`config.mk`:
```
export PLATFORM = sky130hd
export DESIGN_NAME = spi_shift_engine
export DESIGN_NICKNAME = d
export VERILOG_FILES = /design/src/rtl/spi_eng_pkg.sv /design/src/rtl/spi_eng_clkgen.sv /design/src/rtl/spi_eng_shifter.sv /design/src/rtl/spi_shift_engine.sv
export SDC_FILE = /design/constraint.sdc
export NUM_CORES = 1
export LEC_CHECK = 0
export ABC_AREA = 1
export BUFFER_PORTS_ARGS = -buffer_cell sky130_fd_sc_hd__buf_2
export CAP_MARGIN = 20
export CORE_ASPECT_RATIO = 1.1
export CORE_MARGIN = 2
export CORE_UTILIZATION = 61
export CTS_CLUSTER_DIAMETER = 80
export DETAILED_ROUTE_END_ITERATION = 10
export GPL_ROUTABILITY_DRIVEN = 1
export PLACE_DENSITY = 0.89
export SKIP_CTS_REPAIR_TIMING = 1
export SKIP_LAST_GASP = 1
export SLEW_MARGIN = 25
export SYNTH_ARGS = -nofsm -noshare
export SYNTH_HDL_FRONTEND = slang
export SYNTH_SLANG_ARGS = --single-unit
```
`constraint.sdc`:
```
create_clock -name clk -period 3.5 [get_ports clk]
set_input_delay 0.35 -clock clk [delete_from_list [all_inputs] [get_ports clk]]
set_output_delay 0.35 -clock clk [all_outputs]
set_load 0.02 [all_outputs]
```
`src/rtl/spi_eng_pkg.sv`:
```
package spi_eng_pkg;

  // Configuration fields; the bit positions match the packed mode byte.
  typedef struct packed {
    logic loop;
    logic three;
    logic lsb;
    logic cs_hi;
    logic cpol;
    logic cpha;
  } mode_t;

  // Effective word length: zero selects a byte, oversize clamps.
  function automatic int eff_len(int len, int maxw);
    if (len == 0) return 8;
    if (len > maxw) return maxw;
    return len;
  endfunction

endpackage

```
`src/rtl/spi_eng_clkgen.sv`:
```
module spi_eng_clkgen #(
  parameter int DIV_W = 8
) (
  input  logic             clk,
  input  logic             rst,
  input  logic             run,
  input  logic [DIV_W-1:0] div,
  output logic             tick
);

  logic [DIV_W-1:0] cnt_q;

  assign tick = run && (cnt_q == div);

  always_ff @(posedge clk) begin
    if (rst || !run) cnt_q <= '0;
    else if (tick)   cnt_q <= '0;
    else             cnt_q <= cnt_q + 1'b1;
  end

endmodule

```
`src/rtl/spi_eng_shifter.sv`:
```
module spi_eng_shifter #(
  parameter int MAX_W = 32,
  parameter int LEN_W = 6
) (
  input  logic             clk,
  input  logic             rst,
  input  logic             load,
  input  logic             first_drive,
  input  logic [MAX_W-1:0] word,
  input  logic [LEN_W-1:0] nbits,
  input  logic             lsb,
  input  logic             drive,
  input  logic             sample,
  input  logic             sin,
  input  logic             finish,
  output logic             dout,
  output logic [MAX_W-1:0] rx_word
);

  logic [MAX_W-1:0] tx_q, rx_q, rx_word_q;
  logic [MAX_W-1:0] mask, aligned, tx_src, tx_shf, rx_nxt;
  logic [LEN_W-1:0] n_q;
  logic             dout_q, drv, bit_out;

  always_comb begin
    mask    = {MAX_W{1'b1}} >> (MAX_W - int'(nbits));
    aligned = lsb ? (word & mask) : ((word & mask) << (MAX_W - int'(nbits)));
    tx_src  = load ? aligned : tx_q;
    tx_shf  = lsb ? (tx_src >> 1) : (tx_src << 1);
    drv     = load ? first_drive : drive;
    bit_out = lsb ? tx_src[0] : tx_src[MAX_W-1];
    if (sample) rx_nxt = lsb ? {sin, rx_q[MAX_W-1:1]} : {rx_q[MAX_W-2:0], sin};
    else        rx_nxt = rx_q;
  end

  always_ff @(posedge clk) begin
    if (rst) begin
      tx_q      <= '0;
      rx_q      <= '0;
      rx_word_q <= '0;
      n_q       <= '0;
      dout_q    <= 1'b0;
    end else begin
      if (load) begin
        n_q  <= nbits;
        rx_q <= '0;
      end else begin
        rx_q <= rx_nxt;
      end
      tx_q <= drv ? tx_shf : tx_src;
      if (finish)   dout_q <= 1'b0;
      else if (drv) dout_q <= bit_out;
      if (finish)
        rx_word_q <= lsb ? (rx_nxt >> (MAX_W - int'(n_q))) : rx_nxt;
    end
  end

  assign dout    = dout_q;
  assign rx_word = rx_word_q;

endmodule

```
`src/rtl/spi_shift_engine.sv`:
```
module spi_shift_engine
  import spi_eng_pkg::*;
#(
  parameter  int MAX_W = 32,
  parameter  int DIV_W = 8,
  localparam int LEN_W = $clog2(MAX_W + 1),
  localparam int EC_W  = LEN_W + 1
) (
  input  logic             clk,
  input  logic             rst,
  input  logic [7:0]       mode_i,
  input  logic             cs_assert_i,
  input  logic             cs_deassert_i,
  input  logic [DIV_W-1:0] div_i,
  input  logic [LEN_W-1:0] len_i,
  input  logic             start_i,
  input  logic             tx_valid_i,
  input  logic [MAX_W-1:0] tx_data_i,
  input  logic             dir_rx_i,
  input  logic             miso_i,
  input  logic             sio_i,
  output logic             sck_o,
  output logic             cs_o,
  output logic             mosi_o,
  output logic             mosi_oe_o,
  output logic             busy_o,
  output logic             done_o,
  output logic [MAX_W-1:0] rx_data_o
);

  mode_t            mode_in, cfg_q;
  logic             unused_mode_hi;
  logic [DIV_W-1:0] div_q;
  logic             sel_q, busy_q, done_q, sck_q, oe_q;
  logic [EC_W-1:0]  ecnt_q, last_idx;
  logic [LEN_W-1:0] nb_q, nb_d;
  logic             do_assert, do_release, do_start;
  logic             tick, odd, edge_last, smp, drv, fin, sin;
  logic [MAX_W-1:0] tx_word;

  assign mode_in        = mode_t'(mode_i[5:0]);
  assign unused_mode_hi = ^mode_i[7:6];

  // Commands are taken only between words; select wins over release over start.
  assign do_assert  = !busy_q && cs_assert_i;
  assign do_release = !busy_q && !cs_assert_i && cs_deassert_i;
  assign do_start   = !busy_q && !cs_assert_i && !cs_deassert_i && start_i && sel_q;

  assign nb_d    = LEN_W'(eff_len(int'(len_i), MAX_W));
  assign tx_word = tx_valid_i ? tx_data_i : '0;

  spi_eng_clkgen #(.DIV_W(DIV_W)) clkgen_i (
    .clk  (clk),
    .rst  (rst),
    .run  (busy_q),
    .div  (div_q),
    .tick (tick)
  );

  // Edge bookkeeping: edge index counts from zero, last index is 2n-1.
  assign last_idx  = {nb_q, 1'b0} - EC_W'(1);
  assign odd       = ecnt_q[0];
  assign edge_last = (ecnt_q == last_idx);
  assign smp       = tick && (cfg_q.cpha ? odd : !odd);
  assign drv       = tick && (cfg_q.cpha ? !odd : (odd && !edge_last));
  assign fin       = tick && edge_last;

  // Receive source: internal return, shared pad, or dedicated input.
  assign sin = cfg_q.loop ? mosi_o : (cfg_q.three ? sio_i : miso_i);

  spi_eng_shifter #(.MAX_W(MAX_W), .LEN_W(LEN_W)) shifter_i (
    .clk         (clk),
    .rst         (rst),
    .load        (do_start),
    .first_drive (!cfg_q.cpha),
    .word        (tx_word),
    .nbits       (nb_d),
    .lsb         (cfg_q.lsb),
    .drive       (drv),
    .sample      (smp),
    .sin         (sin),
    .finish      (fin),
    .dout        (mosi_o),
    .rx_word     (rx_data_o)
  );

  always_ff @(posedge clk) begin
    if (rst) begin
      cfg_q  <= '0;
      div_q  <= '0;
      sel_q  <= 1'b0;
      busy_q <= 1'b0;
      done_q <= 1'b0;
      sck_q  <= 1'b0;
      oe_q   <= 1'b1;
      ecnt_q <= '0;
      nb_q   <= '0;
    end else begin
      done_q <= fin;
      oe_q   <= !(cfg_q.three && dir_rx_i);
      if (do_assert) begin
        sel_q <= 1'b1;
        cfg_q <= mode_in;
        div_q <= div_i;
        sck_q <= mode_in.cpol;
      end
      if (do_release) sel_q <= 1'b0;
      if (do_start) begin
        busy_q <= 1'b1;
        ecnt_q <= '0;
        nb_q   <= nb_d;
      end
      if (tick) begin
        sck_q  <= !sck_q;
        ecnt_q <= ecnt_q + 1'b1;
        if (edge_last) busy_q <= 1'b0;
      end
    end
  end

  // Select polarity follows the live mode byte.
  assign cs_o      = mode_in.cs_hi ? sel_q : !sel_q;
  assign sck_o     = sck_q;
  assign mosi_oe_o = oe_q;
  assign busy_o    = busy_q;
  assign done_o    = done_q;

endmodule

```
==> run_results.csv <==
group,metric,value,unit
die,dieArea,19170,um^2
critical_path,crit_fanout,34,
critical_path,crit_arrival,3.45,ns
timing,fmax,0.3205,GHz
global_route,grt_antenna_before_repair,0,
critical_path,reg2reg_depth,16,
yosys,synth_seq_cells,135,
critical_path,path_buf_inv,5,
route,ant_nets,0,
global_route,grt_first_pass_wirelength,62490,um
hold_path,hold_class,"in2reg",
critical_path,path_class,"reg2reg",
critical_path,crit_top_cell,"nand3_1",
clock_network,cts_sinks,135,
yosys,synth_cell_types,46,
route,dr_total_vias,13693,
timing,rsz0062_at_grt,"no",
finish,layout-drive-gt1-share,12.68,%
timing,finalCriticalPeriod,3.120,ns
place,gp_congestion,1.012,
power,leakagePower,6.131,nW
yosys,syn-num-nets,2005,
clock_network,numCtsBuffers,17,
yosys,ys_warn_count,0,
clock_network,cts_htree_levels,4,
die,start_util,62.16,%
yosys,synth-main-ff-cell,"dfxtp_1",
timing,skew,0.01282,ns
flow_run,drv_cap,0,
place,dp_hpwl,28070,um
global_route,first_global_vias,12731,
timing,post-route-period-util,89.14,%
place,postPlaceCellArea,11680,um^2
yosys,async_flop_share,0,%
clock_network,insertion_delay,0.43,ns
critical_path,path_depth,16,
clock_network,clock-root-buffer,"clkbuf_16",
route,drt_wl_total,39000,um
timing,report.final.slew_viol_count,0,
global_route,grt_overflow_total,0,
finish,final_util,69.27,%
global_route,grt_max_degree,111,
hold_path,worstHoldStart,"dir_rx_i",
route,first_pass_iters,8,
status,outcome,"finished clean",
route,drt_iter0_markers,1589,
die,core-area,17740,um^2
timing,tightest_slew,0.9805,ns
timing,fin_setup_tns,0,ns
yosys,netlist_area,11030,um^2
critical_path,critPathCaptureType,"flop",
route,post_drt_wl_per_cell,17.46,um
power,ir_drop,0.3401,mV
finish,fin_nets,2050,
die,ioPinCount,101,
hold_path,hold-path-cell-count,2,
clock_network,cts_buffer_depth,2,
critical_path,r2r-start,"shifter_i.n_q[0]",
clock_network,clkSlewWorstSetupHoldPaths,0.07,ns
critical_path,critPathSlowestCell,"dfxtp_1",
route,viasPerCell,6.129,
power,total_power,4.370,mW
route,drc,0,
critical_path,cp_top_family,"buffers and inverters",
critical_path,worstPathRequired,3.83,ns
yosys,synthCells,1938,
yosys,synth_edf_count,0,
die,die_w,132.2,um
critical_path,crit_path_start,"shifter_i.n_q[0]",
global_route,grt_use_total,40.11,%
timing,setup_viol,0,
die,rows,51,
power,p_per_area,355.6,nW/um^2
finish,areaGrowthSynthToFinish,11.44,%
critical_path,path_cells,"inv_2 > ha_1 > xnor2_2 > xor2_1 > a2111oi_0 > nand3_1 > nand4_1 > o21ai_2 > inv_2 > buf_4 > nor2_4 > buf_4 > nand3_1 > nand3_1 > nand2_1 > inv_1",
critical_path,critPathMaxStageDelay,0.41,ns
finish,fillCellCount,1651,
yosys,avgSynthCellArea,5.690,um^2
die,die-height,145.0,um
timing,hold_violations,0,
place,io_buffers,98,
yosys,seq_area_frac_synth,24.51,%
clock_network,cts_tree,"yes",
timing,slew_headroom,34.56,%
critical_path,startpoint_type,"flop",
finish,antenna_cells,0,
finish,finalInstanceArea,12290,um^2
path summary, 6_finish.rpt:
| check | to | slack, ns |
|---|---|---|
| min | mosi_oe_o | 0.11 |
| max reg2reg | shifter_i.tx_q[21] | 0.38 |
| min reg2reg | mosi_oe_o | 0.44 |
| max | shifter_i.tx_q[21] | 0.38 |
cells in the mapped netlist (all sizes together), types with 7 or more instances:
cell type,count,area (um^2)
nand4,29,181.4
nand2,580,2220
a31oi,7,43.79
o22ai,8,50.05
dfxtp,135,2703
a21oi,44,224.0
buf,57,295.3
or2,32,200.2
o21ai,93,473.0
nor2,104,439.2
inv,159,596.8
clkbuf,58,217.7
nand3,570,2878
o211ai,11,87.58
xor2,10,87.58
per-stage QoR:
stage	hold WS, ns	worst slack (ns)	instances
floorplan	0.3959	0.7646	1938
global placement	0.4163	0.4481	2202
detailed placement	0.4228	0.3567	2202
CTS	0.1101	0.3291	2234
global route	0.1195	0.1382	2234
finish	0.1131	0.3802	2234
sequential cells by signal, indices dropped and copies added, names as in the netlist:
signal             flops
cfg_q                  4
sel_q                  1
shifter_i.n_q          6
mosi_oe_o              1
clkgen_i.cnt_q         8
shifter_i.rx_word     32
shifter_i.rx_q        32
busy_o                 1
done_o                 1
ecnt_q                 7
sck_o                  1
shifter_i.tx_q        32
div_q                  8
shifter_i.dout         1
layout make-up:
type / count / area (um^2) / area share [%]
tap: 238 / 297.8 / 2.423
clock inverter: 15 / 176.4 / 1.436
inverter: 165 / 620.6 / 5.050
multi-input combinational: 1523 / 7226 / 58.80
sequential: 135 / 2704 / 22.00
clock buffer: 17 / 425.4 / 3.462
timing repair buffer: 141 / 838.3 / 6.822
cell families after synthesis:
kind of cell / Yosys count / synth area share (%)
compound gates: 177 / 9.100
flops: 135 / 24.51
xor+xnor: 16 / 1.271
simple gates: 1326 / 54.39
buf+inv: 280 / 10.28
fa+ha+maj: 4 / 0.4539
layer usage:
metal	up-vias	part of all wire, %	global-route usage [%]
met5	-	0	0
met4	0	8.0	29.19
met3	201	6.9	5.521
met2	759	49	69.87
met1	6186	36	44.49
li1	6547	-	-
where the power goes:
part	switching, mW	total [mW]	internal, mW	leakage (nW)
sequential	0.0138	1.57	1.56	1.09
clock	0.833	1.86	1.02	0.293
combinational	0.657	0.940	0.283	4.75
cell usage in the layout, fill, tap and decap left out, drive strengths merged, types with 2 or more instances in the layout:
cell,Yosys,layout
a21oi,44,44
a221oi,2,2
a22o,6,6
a22oi,2,2
a31oi,7,7
buf,57,141
clkbuf,58,17
clkinv,6,10
dfxtp,135,135
ha,4,4
inv,159,168
nand2,580,580
nand3,570,570
nand3b,4,4
nand4,29,29
nor2,104,104
nor3,3,3
nor3b,2,2
o211ai,11,11
o21ai,93,93
o22ai,8,8
or2,32,32
xnor2,6,6
xor2,10,10
No activity file was read; power rests on OpenSTA's default activity.
